`config.mk`:
```
export PLATFORM = sky130hd
export DESIGN_NAME = vrec_cmd_slave
export DESIGN_NICKNAME = d
export VERILOG_FILES = /design/src/rtl/vrec_pkg.sv /design/src/rtl/vrec_sync.sv /design/src/rtl/vrec_frame.sv /design/src/rtl/vrec_decode.sv /design/src/rtl/vrec_intr.sv /design/src/rtl/vrec_cmd_slave.sv
export SDC_FILE = /design/constraint.sdc
export NUM_CORES = 1
export LEC_CHECK = 0
export BUFFER_PORTS_ARGS = -buffer_cell sky130_fd_sc_hd__clkbuf_2
export CAP_MARGIN = 20
export CORE_MARGIN = 3
export CORE_UTILIZATION = 62
export DETAILED_ROUTE_END_ITERATION = 7
export GPL_ROUTABILITY_DRIVEN = 0
export PLACE_DENSITY = 0.9
export SETUP_SLACK_MARGIN = 0.4
export SLEW_MARGIN = 20
export SYNTH_ARGS = -nofsm -noshare
export SYNTH_HDL_FRONTEND = slang
export SYNTH_HIERARCHICAL = 1
export SYNTH_SLANG_ARGS = --single-unit
```
`constraint.sdc`:
```
create_clock -name clk -period 3.55 [get_ports clk]
set_input_delay 0.71 -clock clk [delete_from_list [all_inputs] [get_ports clk]]
set_output_delay 0.71 -clock clk [all_outputs]
set_load 0.005 [all_outputs]
```
`src/rtl/vrec_pkg.sv`:
```
package vrec_pkg;
  localparam int NCTRL = 5;

  typedef enum logic [3:0] {
    K_NONE    = 4'd0,
    K_PWRUP   = 4'd1,
    K_SETPLAY = 4'd2,
    K_PLAY    = 4'd3,
    K_SETREC  = 4'd4,
    K_REC     = 4'd5,
    K_SETCUE  = 4'd6,
    K_CUE     = 4'd7,
    K_STOP    = 4'd8,
    K_STOPPD  = 4'd9,
    K_OTHER   = 4'd15
  } cmd_kind_e;

  // run is bit 0: it is the first control bit on the wire
  typedef struct packed {
    logic mc;
    logic iab;
    logic pu;
    logic pr;
    logic run;
  } ctrl_t;
endpackage

```
`src/rtl/vrec_sync.sv`:
```
module vrec_sync #(
  parameter int W = 3,
  parameter int STAGES = 2,
  parameter logic [W-1:0] RST_VAL = '0
) (
  input  logic         clk,
  input  logic         rst,
  input  logic [W-1:0] d,
  output logic [W-1:0] q
);
  logic [STAGES*W-1:0] chain;

  generate
    if (STAGES == 1) begin : g_one
      always_ff @(posedge clk) begin
        if (rst) chain <= RST_VAL;
        else     chain <= d;
      end
    end else begin : g_many
      always_ff @(posedge clk) begin
        if (rst) chain <= {STAGES{RST_VAL}};
        else     chain <= {chain[(STAGES-1)*W-1:0], d};
      end
    end
  endgenerate

  assign q = chain[STAGES*W-1 -: W];
endmodule

```
`src/rtl/vrec_frame.sv`:
```
module vrec_frame #(
  parameter int ADDR_W = 16,
  parameter int CTRL_W = 8,
  localparam int LONG_W = ADDR_W + CTRL_W,
  localparam int CNT_W  = $clog2(LONG_W) + 1,
  localparam int KEEP_W = ADDR_W + vrec_pkg::NCTRL
) (
  input  logic              clk,
  input  logic              rst,
  input  logic              ss_s,
  input  logic              sclk_s,
  input  logic              mosi_s,
  input  logic [ADDR_W+1:0] status_in,
  output logic              frame_start,
  output logic              frame_end,
  output logic [KEEP_W-1:0] frame_bits,
  output logic [CNT_W-1:0]  frame_len,
  output logic              miso,
  output logic              miso_oe
);
  localparam int IDX_W = $clog2(KEEP_W);
  localparam logic [CNT_W-1:0] KEEP_C  = CNT_W'(KEEP_W);
  localparam logic [CNT_W-1:0] CNT_MAX = '1;

  logic              ss_prev, sclk_prev;
  logic              sck_rise, sck_fall;
  logic [CNT_W-1:0]  cnt;
  logic [KEEP_W-1:0] shreg;
  logic [ADDR_W+1:0] stat_sr;
  logic              oe_q;

  assign frame_start = ss_prev & ~ss_s;
  assign frame_end   = ~ss_prev & ss_s;
  assign sck_rise    = ~ss_s & ~sclk_prev & sclk_s;
  assign sck_fall    = ~ss_s & sclk_prev & ~sclk_s;

  always_ff @(posedge clk) begin
    if (rst) begin
      ss_prev   <= 1'b1;
      sclk_prev <= 1'b0;
      cnt       <= '0;
      shreg     <= '0;
      stat_sr   <= '0;
      oe_q      <= 1'b0;
    end else begin
      ss_prev   <= ss_s;
      sclk_prev <= sclk_s;
      oe_q      <= ~ss_s;
      if (frame_start) begin
        cnt     <= '0;
        shreg   <= '0;
        stat_sr <= status_in;
      end else begin
        if (sck_rise) begin
          if (cnt != CNT_MAX) cnt <= cnt + 1'b1;
          if (cnt < KEEP_C) shreg[cnt[IDX_W-1:0]] <= mosi_s;
        end
        if (sck_fall)       stat_sr <= {1'b0, stat_sr[ADDR_W+1:1]};
        else if (frame_end) stat_sr <= '0;
      end
    end
  end

  assign frame_bits = shreg;
  assign frame_len  = cnt;
  assign miso       = stat_sr[0];
  assign miso_oe    = oe_q;

  // bit counter frozen while deselected
  a_r1_idle_hold: assert property (@(posedge clk) disable iff (rst)
    (ss_s && ss_prev) |=> $stable(cnt));
  // status shifts only on a falling SCLK edge inside a frame
  a_r8_miso_stable: assert property (@(posedge clk) disable iff (rst)
    (!ss_s && !frame_start && !sck_fall) |=> $stable(miso));
endmodule

```
`src/rtl/vrec_decode.sv`:
```
module vrec_decode #(
  parameter int ADDR_W = 16,
  parameter int CTRL_W = 8,
  localparam int LONG_W = ADDR_W + CTRL_W,
  localparam int CNT_W  = $clog2(LONG_W) + 1,
  localparam int KEEP_W = ADDR_W + vrec_pkg::NCTRL
) (
  input  logic              clk,
  input  logic              rst,
  input  logic              frame_end,
  input  logic [KEEP_W-1:0] frame_bits,
  input  logic [CNT_W-1:0]  frame_len,
  output logic              cmd_valid,
  output logic [3:0]        cmd_kind,
  output logic              cmd_run,
  output logic              cmd_play,
  output logic              cmd_pwr,
  output logic              cmd_ign_addr,
  output logic              cmd_cue,
  output logic              cmd_has_addr,
  output logic [ADDR_W-1:0] cmd_addr
);
  import vrec_pkg::*;

  localparam logic [CNT_W-1:0] SHORT_C = CNT_W'(CTRL_W);
  localparam logic [CNT_W-1:0] LONG_C  = CNT_W'(LONG_W);

  logic      is_short, is_long;
  ctrl_t     c;
  cmd_kind_e k;
  logic      cue_ok;

  assign is_short = (frame_len == SHORT_C);
  assign is_long  = (frame_len == LONG_C);
  assign c = is_long ? ctrl_t'(frame_bits[ADDR_W +: NCTRL])
                     : ctrl_t'(frame_bits[NCTRL-1:0]);
  assign cue_ok = c.mc & c.run & c.pr & c.pu;

  always_comb begin
    casez ({c.run, c.pr, c.pu, c.iab, c.mc})
      5'b00100: k = K_PWRUP;
      5'b11100: k = K_SETPLAY;
      5'b11110: k = K_PLAY;
      5'b10100: k = K_SETREC;
      5'b10110: k = K_REC;
      5'b11101: k = K_SETCUE;
      5'b11111: k = K_CUE;
      5'b0?110: k = K_STOP;
      5'b0?01?: k = K_STOPPD;
      default:  k = K_OTHER;
    endcase
  end

  always_ff @(posedge clk) begin
    if (rst) begin
      cmd_valid    <= 1'b0;
      cmd_kind     <= K_NONE;
      cmd_run      <= 1'b0;
      cmd_play     <= 1'b0;
      cmd_pwr      <= 1'b0;
      cmd_ign_addr <= 1'b0;
      cmd_cue      <= 1'b0;
      cmd_has_addr <= 1'b0;
      cmd_addr     <= '0;
    end else begin
      cmd_valid <= frame_end & (is_short | is_long);
      if (frame_end && (is_short || is_long)) begin
        cmd_kind     <= k;
        cmd_run      <= c.run;
        cmd_play     <= c.pr;
        cmd_pwr      <= c.pu;
        cmd_ign_addr <= c.iab;
        cmd_cue      <= cue_ok;
        cmd_has_addr <= is_long;
        cmd_addr     <= is_long ? frame_bits[ADDR_W-1:0] : '0;
      end
    end
  end

  // strobe lasts exactly one cycle
  a_r7_one_cycle: assert property (@(posedge clk) disable iff (rst)
    cmd_valid |=> !cmd_valid);
  // cueing only on a running play
  a_r6_cue_play: assert property (@(posedge clk) disable iff (rst)
    (cmd_valid && cmd_cue) |-> (cmd_play && cmd_run && cmd_pwr));
  // short frames carry no address
  a_r3_short_addr: assert property (@(posedge clk) disable iff (rst)
    (cmd_valid && !cmd_has_addr) |-> (cmd_addr == '0));
endmodule

```
`src/rtl/vrec_intr.sv`:
```
module vrec_intr (
  input  logic clk,
  input  logic rst,
  input  logic evt_ovf,
  input  logic evt_eom,
  input  logic clr,
  output logic ovf_q,
  output logic eom_q,
  output logic int_n
);
  always_ff @(posedge clk) begin
    if (rst) begin
      ovf_q <= 1'b0;
      eom_q <= 1'b0;
      int_n <= 1'b1;
    end else begin
      ovf_q <= evt_ovf | (ovf_q & ~clr);
      eom_q <= evt_eom | (eom_q & ~clr);
      int_n <= ~(evt_ovf | evt_eom | ((ovf_q | eom_q) & ~clr));
    end
  end

  // an event pulls the line low next cycle
  a_r10_set: assert property (@(posedge clk) disable iff (rst)
    (evt_ovf || evt_eom) |=> !int_n);
  // low persists until a frame starts
  a_r10_hold: assert property (@(posedge clk) disable iff (rst)
    (!int_n && !clr) |=> !int_n);
  // frame start releases when no new event
  a_r10_release: assert property (@(posedge clk) disable iff (rst)
    (clr && !evt_ovf && !evt_eom) |=> int_n);
endmodule

```
`src/rtl/vrec_cmd_slave.sv`:
```
module vrec_cmd_slave #(
  parameter int ADDR_W = 16,
  parameter int CTRL_W = 8,
  parameter int SYNC_STAGES = 2,
  localparam int LONG_W = ADDR_W + CTRL_W,
  localparam int CNT_W  = $clog2(LONG_W) + 1,
  localparam int KEEP_W = ADDR_W + vrec_pkg::NCTRL
) (
  input  logic              clk,
  input  logic              rst,
  input  logic              ss_n,
  input  logic              sclk,
  input  logic              mosi,
  output logic              miso,
  output logic              miso_oe,
  output logic              int_n,
  input  logic              evt_ovf,
  input  logic              evt_eom,
  input  logic [ADDR_W-1:0] row_ptr,
  output logic              cmd_valid,
  output logic [3:0]        cmd_kind,
  output logic              cmd_run,
  output logic              cmd_play,
  output logic              cmd_pwr,
  output logic              cmd_ign_addr,
  output logic              cmd_cue,
  output logic              cmd_has_addr,
  output logic [ADDR_W-1:0] cmd_addr
);
  logic [2:0]        pins_s;
  logic              ss_s, sclk_s, mosi_s;
  logic              frame_start, frame_end;
  logic [KEEP_W-1:0] frame_bits;
  logic [CNT_W-1:0]  frame_len;
  logic              ovf_q, eom_q;

  vrec_sync #(.W(3), .STAGES(SYNC_STAGES), .RST_VAL(3'b100)) u_sync (
    .clk(clk), .rst(rst), .d({ss_n, sclk, mosi}), .q(pins_s)
  );
  assign ss_s   = pins_s[2];
  assign sclk_s = pins_s[1];
  assign mosi_s = pins_s[0];

  vrec_frame #(.ADDR_W(ADDR_W), .CTRL_W(CTRL_W)) u_frame (
    .clk(clk), .rst(rst), .ss_s(ss_s), .sclk_s(sclk_s), .mosi_s(mosi_s),
    .status_in({row_ptr, eom_q, ovf_q}),
    .frame_start(frame_start), .frame_end(frame_end),
    .frame_bits(frame_bits), .frame_len(frame_len),
    .miso(miso), .miso_oe(miso_oe)
  );

  vrec_decode #(.ADDR_W(ADDR_W), .CTRL_W(CTRL_W)) u_decode (
    .clk(clk), .rst(rst), .frame_end(frame_end),
    .frame_bits(frame_bits), .frame_len(frame_len),
    .cmd_valid(cmd_valid), .cmd_kind(cmd_kind), .cmd_run(cmd_run),
    .cmd_play(cmd_play), .cmd_pwr(cmd_pwr), .cmd_ign_addr(cmd_ign_addr),
    .cmd_cue(cmd_cue), .cmd_has_addr(cmd_has_addr), .cmd_addr(cmd_addr)
  );

  vrec_intr u_intr (
    .clk(clk), .rst(rst), .evt_ovf(evt_ovf), .evt_eom(evt_eom),
    .clr(frame_start), .ovf_q(ovf_q), .eom_q(eom_q), .int_n(int_n)
  );

  // strobe appears only once select is back high
  a_r7_after_rise: assert property (@(posedge clk) disable iff (rst)
    cmd_valid |-> ss_s);
  // driver enabled only inside a frame
  a_r9_oe_frame: assert property (@(posedge clk) disable iff (rst)
    (ss_s && $past(ss_s)) |-> !miso_oe);
endmodule

```
==> key figures, run 1 <==
Timing
  • Hold slack final: 410.1 ps
  • RSZ-0062 raised after global routing: false
  • Worst Skew: 6.123 ps
  • Hold Vio Cnt, Final: 0
  • Least-Margin Pin Slew: roughly 950 ps
  • Fmax achieved: 401.3 MHz
  • # setup viols final: 0
  • Slew margin rel.: 0.3683
  • Setup WS post-layout: 1058 ps
  • Crit share post-route: 0.7020
  • Tmin final: roughly 2500 ps
  • Setup TNS Final: 0 ps
  • Max-slew violation count: 0

Setup path
  • R2R Setup Slk: 1060 ps
  • Critical Path End Type: flip-flop
  • FF-to-FF path depth: 5
  • Worst setup SP type: flip-flop
  • Arrival time of the worst setup path: around 2700 ps
  • Worst-path maximum fanout: 19
  • Critical Path Start: u_sync/chain[5]
  • Worst R2R Start: u_sync/chain[5]
  • RR Endpoint: u_frame/stat_sr[15]
  • Kind of critical path: reg2reg
  • Worst endpoint required time: between 3000 and 4000 ps

Place
  • Port buffer count: 52
  • Pre-CTS setup slack: 1084 ps
  • Placed Instances: around 520
  • Detail Placement HPWL: 5469 um
  • Post-DP Area: 4083 um^2

Clock network
  • CTS Buffer Depth: 2
  • Number of clock sinks: 84
  • Post-CTS Hold Fix Bufs: 0
  • Post-CTS resize count: 0
  • Clk slew on worst S/H paths: ~80 ps
  • H-tree level count: 3
  • Root buffer cell: clkbuf_8
  • Post-CTS setup buffers: 0
  • Worst-Skew Late Latency: around 340 ps
  • CTS Buf Count: 9
  • CTS tree: done

Die
  • I/O pin count: 53
  • Core box area: 6026 um^2
  • Die Height: about 86 um
  • Die Width: between 80 and 90 um
  • Num rows: 28
  • Full die area: roughly 7300 um^2
  • Starting density of the core: 0.6518

Layout
  • Final Non-Filler Cells: approximately 540
  • Fillers: 473
  • N_diodes: 0
  • Final Cell Area: 4285 um^2
  • Layout cells sized above 1: 0.1940
  • P&R area growth vs syn: 9.111%
  • Final design utilization: 0.7112
  • Final net count: 489

Synth
  • Synth Register Bits: 84
  • Seq/Total Area, Yosys: 0.4282
  • Average size of a mapped cell: ~9.1 um^2
  • Syn_nets: approximately 460
  • Main flop type after synthesis: dfxtp_1
  • Number of synthesized flops with an enable pin: 0
  • Post-Synthesis Cell Area: between 3000 and 4000 um^2
  • Ys async rst share: 0
  • Ys Warns: 6
  • Mapped Cells: 432
  • Synth unique cells: between 50 and 60

Routing
  • WL final: 8349 um
  • DR pass1 iterations: 5
  • DR WL/cell: about 15 um
  • Initial DRC count: around 350
  • Met2 wire length: ~4300 um
  • DR vias: between 3k and 4k
  • Vias per std cell: around 6.3
  • Residual DRC count: 0
  • Met3 wire length: 450 um
  • Routed Antenna Nets: 0
  • Met1 WL: approximately 3500 um
  • Max layer used: met4

Worst hold path
  • Worst hold path depth: 1
  • Worst hold endpoint: u_sync/chain[5]
  • HP Class: reg2reg
  • Min-delay src: u_sync/chain[2]

GRT
  • Largest net degree at the start of global routing: 38
  • Number of antenna violations at the first check in global routing: 0
  • Vias in the first global route: about 3.1k
  • Total congestion overflow: 0
  • GRT Total Usage: 0.2346
  • First-pass GRT wire length: about 14,000 um

Pwr
  • Worst IR Drop VDD: ~340 uV
  • Leakage: between 1.5 and 2 nW
  • PwrDens: 395.7 nW/um^2
  • Final Power: 1.696 mW

Outcome
  • Status: finished clean

Run
  • Max Cap Viol: 0
-- sequential cells by signal (all words and copies together) (netlist names) --
name,cells
u_decode/cmd_has_addr,1
u_frame/sclk_prev,1
u_intr/ovf_q,1
u_intr/int_n,1
u_decode/cmd_play,1
u_intr/eom_q,1
u_frame/ss_prev,1
u_sync/chain,6
u_frame/frame_bits,21
u_decode/cmd_kind,4
u_decode/cmd_ign_addr,1
u_decode/cmd_run,1
u_decode/cmd_pwr,1
u_frame/miso_oe,1
u_frame/stat_sr,18
u_decode/cmd_addr,16
u_decode/cmd_valid,1
u_decode/cmd_cue,1
u_frame/frame_len,6
-- placed cells by master, fill, tap and decap left out, types with 3 or more instances in the layout --
master	instances
a21oi_1	50
a31oi_1	3
and2_1	5
nor3b_1	3
inv_1	16
nand4b_1	4
nand2_1	40
dfxtp_1	83
clkbuf_2	52
a32oi_1	17
clkbuf_8	10
a31o_2	6
a211oi_1	5
nor2_1	9
a21bo_2	3
mux2i_1	17
and4_1	4
a311oi_1	3
nor4b_1	3
ha_1	7
o211ai_1	20
o21ai_0	4
nor2b_1	9
nand3_1	32
nand4_1	6
nand2b_1	7
-- where the power goes --
part	switching (mW)	leakage, nW	internal [mW]	total, mW
Clock	0.333	0.0983	0.343	0.676
Combinational	0.0392	0.798	0.0228	0.0620
Sequential	0.00856	0.680	0.950	0.958
Total	0.381	1.58	1.32	1.70
-- cells by family (layout without fill, tap and decap cells) --
| group | after synthesis | in the layout | synth area share |
|---|---|---|---|
| xor+xnor | 1 | 1 | 0.002230 |
| mux | 17 | 17 | 0.04333 |
| flops | 84 | 84 | 0.4282 |
| fa+ha+maj | 7 | 7 | 0.02230 |
| buf+inv | 55 | 87 | 0.07072 |
| simple gates | 140 | 140 | 0.2125 |
| compound gates | 128 | 128 | 0.2208 |
-- worst max path at each step --
stage	end	slack, ps	cells after the start
after floorplan	u_frame/stat_sr[10]	1770	9
after global placement	u_frame/stat_sr[17]	1210	5
after detailed placement	u_frame/stat_sr[3]	1080	5
after CTS	u_frame/stat_sr[15]	1080	5
after global routing	u_frame/stat_sr[4]	780	5
final	u_frame/stat_sr[15]	1060	5
-- Yosys cell counts (3+ instances only) --
cell type / n / area (um^2)
nor2_1: 9 / 33.78
buf_6: 3 / 33.78
a31o_2: 6 / 52.55
and2_1: 5 / 31.28
nor2b_1: 9 / 56.30
inv_1: 16 / 60.06
dfxtp_1: 84 / 1682
nor3b_1: 3 / 22.52
nand3_1: 32 / 160.2
a21oi_1: 50 / 250.2
a21bo_2: 3 / 30.03
a211oi_1: 5 / 37.54
buf_2: 9 / 45.04
ha_1: 7 / 87.58
a32oi_1: 17 / 148.9
a31oi_1: 3 / 18.77
and4_1: 4 / 35.03
o21ai_0: 4 / 20.02
mux2i_1: 17 / 170.2
buf_4: 7 / 52.55
clkbuf_1: 18 / 67.56
nor4b_1: 3 / 26.28
nand2_1: 40 / 150.1
a311oi_1: 3 / 26.28
nand2b_1: 7 / 43.79
o211ai_1: 20 / 150.1
nand4_1: 6 / 37.54
nand4b_1: 4 / 35.03
-- critical path, cell delays in order (launching register included) --
cell and delay (ps):
dfxtp_1 610, inv_1 90, ha_1 660, clkinv_1 580
o211ai_1 340, a21oi_1 90
-- area by class of cell --
cell class	instances	area, um^2	share of cell area
sequential	84	1683	0.3927
clock inverter	6	63.81	0.01489
inverter	17	63.81	0.01489
tap	75	93.84	0.02190
timing repair buffer	54	275.3	0.06423
multi-input combinational	293	1968	0.4593
clock buffer	10	137.6	0.03212
-- per-layer routing --
layer / vias up / track usage
met2: 126 / 0.4032
met4: 0 / 0.09784
met1: 1609 / 0.2861
met3: 15 / 0.04707
li1: 1643 / -
met5: - / 0
Note: power is estimated with default switching activity, not from simulation.
==> run 2, diff against run 1 <==
CORE_UTILIZATION = 57   (was 62)
PLACE_DENSITY = 0.84   (was 0.9)
clock period = 2.3 ns   (was 3.55 ns; I/O delays follow)
==> key figures, run 2 (synthesis gave the netlist of run 1 again) <==
Outcome
  • Status: finished clean

Timing
  • Tmin final: between 1500 and 2000 ps
  • RSZ-0062 raised after global routing: false
  • Max-slew violation count: 0
  • Setup TNS Final: 0 ps
  • # setup viols final: 0
  • Crit share post-route: 0.7455
  • Setup WS post-layout: slightly below 600 ps
  • Hold Vio Cnt, Final: 0
  • Worst Skew: between 10 and 15 ps
  • Fmax achieved: between 500 and 600 MHz
  • Least-Margin Pin Slew: 739.6 ps
  • Slew margin rel.: 0.5064

Routing
  • Vias per std cell: 6.225
  • Residual DRC count: 0
  • Initial DRC count: 217
  • Max layer used: met4
  • DR pass1 iterations: 4
  • Routed Antenna Nets: 0
  • Met1 WL: 3703 um
  • WL final: between 8000 and 9000 um
  • DR vias: ~3.4k
  • DR WL/cell: about 16 um
  • Met2 wire length: ~4500 um
  • Met3 wire length: between 500 and 600 um

GRT
  • First-pass GRT wire length: about 14,000 um
  • GRT Total Usage: 0.2324
  • Number of antenna violations at the first check in global routing: 0
  • Largest net degree at the start of global routing: 30
  • Vias in the first global route: ~3.1k
  • Total congestion overflow: 0

Clock network
  • H-tree level count: 3
  • Worst-Skew Late Latency: approximately 360 ps
  • CTS tree: done
  • Root buffer cell: clkbuf_8
  • Number of clock sinks: between 80 and 90
  • CTS Buf Count: 9
  • CTS Buffer Depth: 2
  • Clk slew on worst S/H paths: 90 ps

Place
  • Post-DP Area: ~4200 um^2
  • Port buffer count: 52
  • Pre-CTS setup slack: approximately 370 ps
  • Detail Placement HPWL: ~5800 um

Setup path
  • CP max stage delay: between 500 and 600 ps
  • CP cell instances: ha_1, nor4b_1, buf_4, nand3_1, a21oi_1
  • Worst-path maximum fanout: 9
  • Arrival time of the worst setup path: ~2000 ps
  • Bufs and invs on worst path: 1
  • Worst path top cell family by delay: flip-flops
  • Critical Path End Type: flip-flop
  • Worst setup SP type: flip-flop
  • Kind of critical path: reg2reg
  • Worst endpoint required time: between 2000 and 3000 ps
  • CP max stage cell: dfxtp_1

Die
  • Num rows: 29
  • I/O pin count: 53
  • Full die area: ~7900 um^2
  • Starting density of the core: 0.6047
  • Die Width: between 80 and 90 um
  • Die Height: 89.01 um
  • Core box area: between 6000 and 7000 um^2

Pwr
  • Worst IR Drop VDD: roughly 480 uV
  • Final Power: 2.684 mW
  • Leakage: 1.638 nW
  • PwrDens: about 610 nW/um^2

Layout
  • Largest register FFs: 21
  • Layout cells sized above 1: 0.2215
  • Final net count: between 400 and 500
  • Most common cell after layout, fill and taps aside: dfxtp_1
  • P&R area growth vs syn: 12.01%
  • N_diodes: 0
  • Fillers: 527
  • Most frequent cells in the layout: dfxtp_1 (81), clkbuf_2 (52), a21oi_1 (50)
  • Final Cell Area: between 4000 and 5000 um^2

Worst hold path
  • HP Class: in2reg

Run
  • Max Cap Viol: 0
-- run 2: cell count changes in the layout (fill, tap and decap cells not counted), sizes merged --
cell    previous run  this run
buf                2        12
clkinv             4         3
inv               16        17
-- run 2: power by group --
| group | internal (mW) | switching (mW) | total, mW | leakage [nW] |
|---|---|---|---|---|
| registers | 1.47 | 0.0128 | 1.48 | 0.680 |
| clock network | 0.539 | 0.563 | 1.10 | 0.0991 |
| logic | 0.0389 | 0.0649 | 0.104 | 0.859 |
| total | 2.04 | 0.640 | 2.68 | 1.64 |
-- run 2: worst paths after layout --
check | from | endpoint | slack (ps) | cells after the start
setup reg to reg | u_frame/frame_len[0] | u_frame/frame_bits[7] | 590 | 5
setup / recovery | u_frame/frame_len[0] | u_frame/frame_bits[7] | 590 | 5
hold reg to reg | u_sync/chain[2] | u_sync/chain[5] | 420 | 1
hold / removal | ss_n | u_sync/chain[2] | 280 | 2
-- run 2: stage by stage --
| stage | hold WS, ps | instances | util |
|---|---|---|---|
| after floorplan | 383.2 | 432 | - |
| after global placement | 396.4 | 534 | 0.6394 |
| after detailed placement | 392.9 | 534 | 0.6394 |
| after CTS | 278.4 | 550 | 0.6717 |
| after global routing | 286.6 | 551 | 0.6773 |
| final | 281.8 | 551 | 0.6773 |
-- run 2: final cells by class --
| type | instances | area [um^2] | area share |
|---|---|---|---|
| flip-flops and latches | 84 | 1685 | 0.3831 |
| clock inverters | 6 | 71.32 | 0.01621 |
| clock buffers | 10 | 137.6 | 0.03129 |
| multi-input cells | 293 | 1981 | 0.4502 |
| well taps | 77 | 96.34 | 0.02190 |
| inverters | 17 | 65.06 | 0.01479 |
| repair buffers | 64 | 362.8 | 0.08248 |
-- run 2: worst register-to-register path: stages (launching register included) --
cell,delay [ps]
dfxtp_1,530
ha_1,390
nor4b_1,300
buf_4,180
nand3_1,80
a21oi_1,170
-- run 2: timing repair --
item | 4_1_cts | 5_1_grt
resized for setup | 1 | 5
hold endpoints to repair | 0 | 0
buffers inserted | 0 | 1
hold buffers | 0 | 0
setup endpoints to repair | 18 | 46
-- run 2: routing by layer --
metal  global-route usage  up-vias
met5                    0        -
met4               0.1110        0
met3              0.04885       22
met2               0.3866      124
met1               0.2874     1624
li1                     -     1660
==> run 3, diff against run 2 <==
ABC_AREA = 1   (was unset)
clock period = 1.6 ns   (was 2.3 ns; I/O delays follow)
==> key figures, run 3 <==
Pwr
  • P_int: 3.298 mW
  • Switching part of the total: 0.2377
  • Sw power: a little over 1 mW
  • Worst IR Drop VDD: 930.9 uV
  • Power share of the clock group: 0.441
  • Sequential Power Share: 0.490
  • PwrDens: ~700 nW/um^2
  • Leakage: around 2.5 nW
  • Combinational fraction of design power: 0.069
  • Final Power: about 4.3 mW

Synth
  • Most numerous cell in the Yosys netlist: nand2_1
  • Main flop type after synthesis: dfxtp_1
  • Syn_nets: around 570
  • Seq/Total Area, Yosys: 0.4230
  • Synth unique cells: 32
  • Ys Warns: 6
  • Synth top area share: 0.4230
  • Post-Synthesis Cell Area: roughly 4000 um^2
  • Average size of a mapped cell: 7.430 um^2
  • Synth area leader: dfxtp_1
  • Synth top area cells: dfxtp_1 (42%), nand2_1 (10%), nand3_1 (9.3%)
  • Ys async rst share: 0
  • Top post-synthesis cells by count: nand2_1 (111), dfxtp_1 (84), nand3_1 (74), a21oi_1 (50), nor2_1 (45)
  • Synth Register Bits: 84
  • Mapped Cells: 535
  • Number of synthesized flops with an enable pin: 0

Setup path
  • Kind of critical path: reg2reg
  • Critical Path Most Common Cell: nand4_1
  • CP max stage delay: roughly 380 ps
  • CP max stage cell: dfxtp_4
  • Worst endpoint required time: about 1900 ps
  • Worst setup SP type: flip-flop
  • R2R Setup Slk: -110 ps
  • CP cell instances: inv_4, nor2_4, nand3_4, nand2_1, nand2_4, inv_1, nand4_1, nand4_1, a21oi_2
  • Worst-path maximum fanout: 5
  • Critical Path End Type: flip-flop
  • Arrival time of the worst setup path: 1960 ps

Layout
  • Final net count: between 600 and 700
  • Final Cell Area: just over 6000 um^2
  • Most common cell after layout, fill and taps aside: dfxtp_1
  • Final Non-Filler Cells: 733
  • P&R area growth vs syn: 52.72%
  • Largest register FFs: 21
  • Most frequent cells in the layout: dfxtp_1 (75), nand2_1 (70), clkbuf_2 (52)
  • N_diodes: 0
  • Layout cells sized above 1: 0.4734

Clock network
  • Number of clock sinks: between 80 and 90
  • Clk slew on worst S/H paths: about 80 ps
  • CTS Buf Count: 9
  • Worst-Skew Late Latency: 380 ps
  • H-tree level count: 3
  • Root buffer cell: clkbuf_8
  • Post-CTS Hold Fix Bufs: 0
  • CTS Buffer Depth: 2
  • CTS tree: done

Timing
  • Setup WS post-layout: -108.4 ps
  • Least-Margin Pin Slew: ~350 ps
  • Fmax achieved: 585.3 MHz
  • Max-slew violation count: 0
  • # setup viols final: 26
  • Hold slack final: 126.4 ps
  • Hold Vio Cnt, Final: 0
  • Crit share post-route: 1.068
  • Slew margin rel.: 0.7663
  • Tmin final: 1708 ps
  • Setup TNS Final: -1080 ps
  • Worst Skew: approximately 13 ps
  • RSZ-0062 raised after global routing: true

Worst hold path
  • HP Class: in2reg

Die
  • Die Height: ~90 um
  • Num rows: 29
  • I/O pin count: 53
  • Starting density of the core: 0.6053
  • Core box area: 6568 um^2
  • Full die area: approximately 8000 um^2
  • Die Width: 89.51 um

GRT
  • Number of antenna violations at the first check in global routing: 0
  • M3 GR Usage: 0.07926
  • Largest net degree at the start of global routing: 27
  • Met1 GRT Util: 0.3246
  • First-pass GRT wire length: 19,380 um
  • GRT Total Usage: 0.3149
  • Vias in the first global route: between 4k and 5k
  • GR peak layer: met2
  • Met2 GRT Util: 0.5579
  • Total congestion overflow: 0

Place
  • Port buffer count: 52
  • Placed Instances: 660
  • Post-DP Area: around 4300 um^2
  • Detail Placement HPWL: just under 6000 um

Routing
  • Vias per std cell: about 6.5
  • WL final: 16,390 um
  • Routed Antenna Nets: 0
  • DR WL/cell: 22.36 um
  • Initial DRC count: slightly below 700
  • DR pass1 iterations: 6
  • Residual DRC count: 0
  • DR vias: 4,767

Outcome
  • Status: finished, violations left
  • Failing checks: negative setup slack

Run
  • Max Cap Viol: 0
==> run 3: changes by cell type after synthesis, sizes merged, moves of 22 or more <==
| cell | before | now |
|---|---|---|
| nor2 | 10 | 52 |
| nand4 | 6 | 28 |
| nand2 | 40 | 119 |
| nand3 | 33 | 76 |
| inv | 16 | 53 |
==> run 3: timing repair <==
action | in CTS | in global routing
gates resized for setup | 72 | 152
buffers inserted | 29 | 13
gates cloned | 12 | 3
pin swaps | 28 | 58
setup endpoints to repair | 72 | 75
==> run 3: routing by layer <==
| layer | routed length [um] | part of all wire |
|---|---|---|
| met1 | 5363 | 0.33 |
| met2 | 7988 | 0.49 |
| met3 | 1485 | 0.091 |
| met4 | 1553 | 0.095 |
| met5 | 0 | 0 |
==> run 3: kinds of logic after synthesis <==
group,Yosys count,share of synthesized area
xor+xnor,2,0.004407
fa+ha+maj,7,0.02203
compound gates,78,0.1086
simple gates,277,0.3359
buf+inv,87,0.1061
flops,84,0.4230
==> run 3: worst max-delay path: cells and delay by family, from the launching register on <==
kind / cells / cell delay (ps)
AOI/OAI and AO/OA: 1 / 70
and+or+nand+nor: 6 / 1000
DFF: 1 / 380
buffers and inverters: 2 / 130
==> run 3: cell type report <==
cell class              count  area, um^2
flip-flops and latches     84        1705
clock inverters             5       107.6
clock buffers              11       141.4
fillers                   232       496.7
repair buffers            117        1134
inverters                  54       260.3
repair inverters            3       33.78
well taps                  93       116.4
multi-input cells         366        2572
==> run 3: worst paths after layout <==
kind	cells after the start	end	from
setup reg to reg	9	u_decode/cmd_kind[1]	u_frame/frame_len[4]
hold reg to reg	2	u_sync/chain[5]	u_sync/chain[2]
hold / removal	3	u_sync/chain[2]	ss_n
setup / recovery	9	u_decode/cmd_kind[1]	u_frame/frame_len[4]
==> run 3: power by group through the flow <==
stage	clock, mW	combinational (mW)	sequential [mW]
6_report	1.91	0.298	2.12
3_3_place_gp	0	0.162	2.17
5_1_grt	2.00	0.310	2.12
2_1_floorplan	0	0.120	2.17
4_1_cts	1.88	0.224	2.12
3_5_place_dp	0	0.165	2.17
==> run 3: metrics by stage <==
| step | setup WS (ps) | util |
|---|---|---|
| global route | -186.7 | 0.9244 |
| floorplan | 168.7 | - |
| detailed placement | 6.752 | 0.6586 |
| CTS | 95.21 | 0.8093 |
| finish | -108.4 | 0.9244 |
| global placement | 117.7 | 0.6586 |
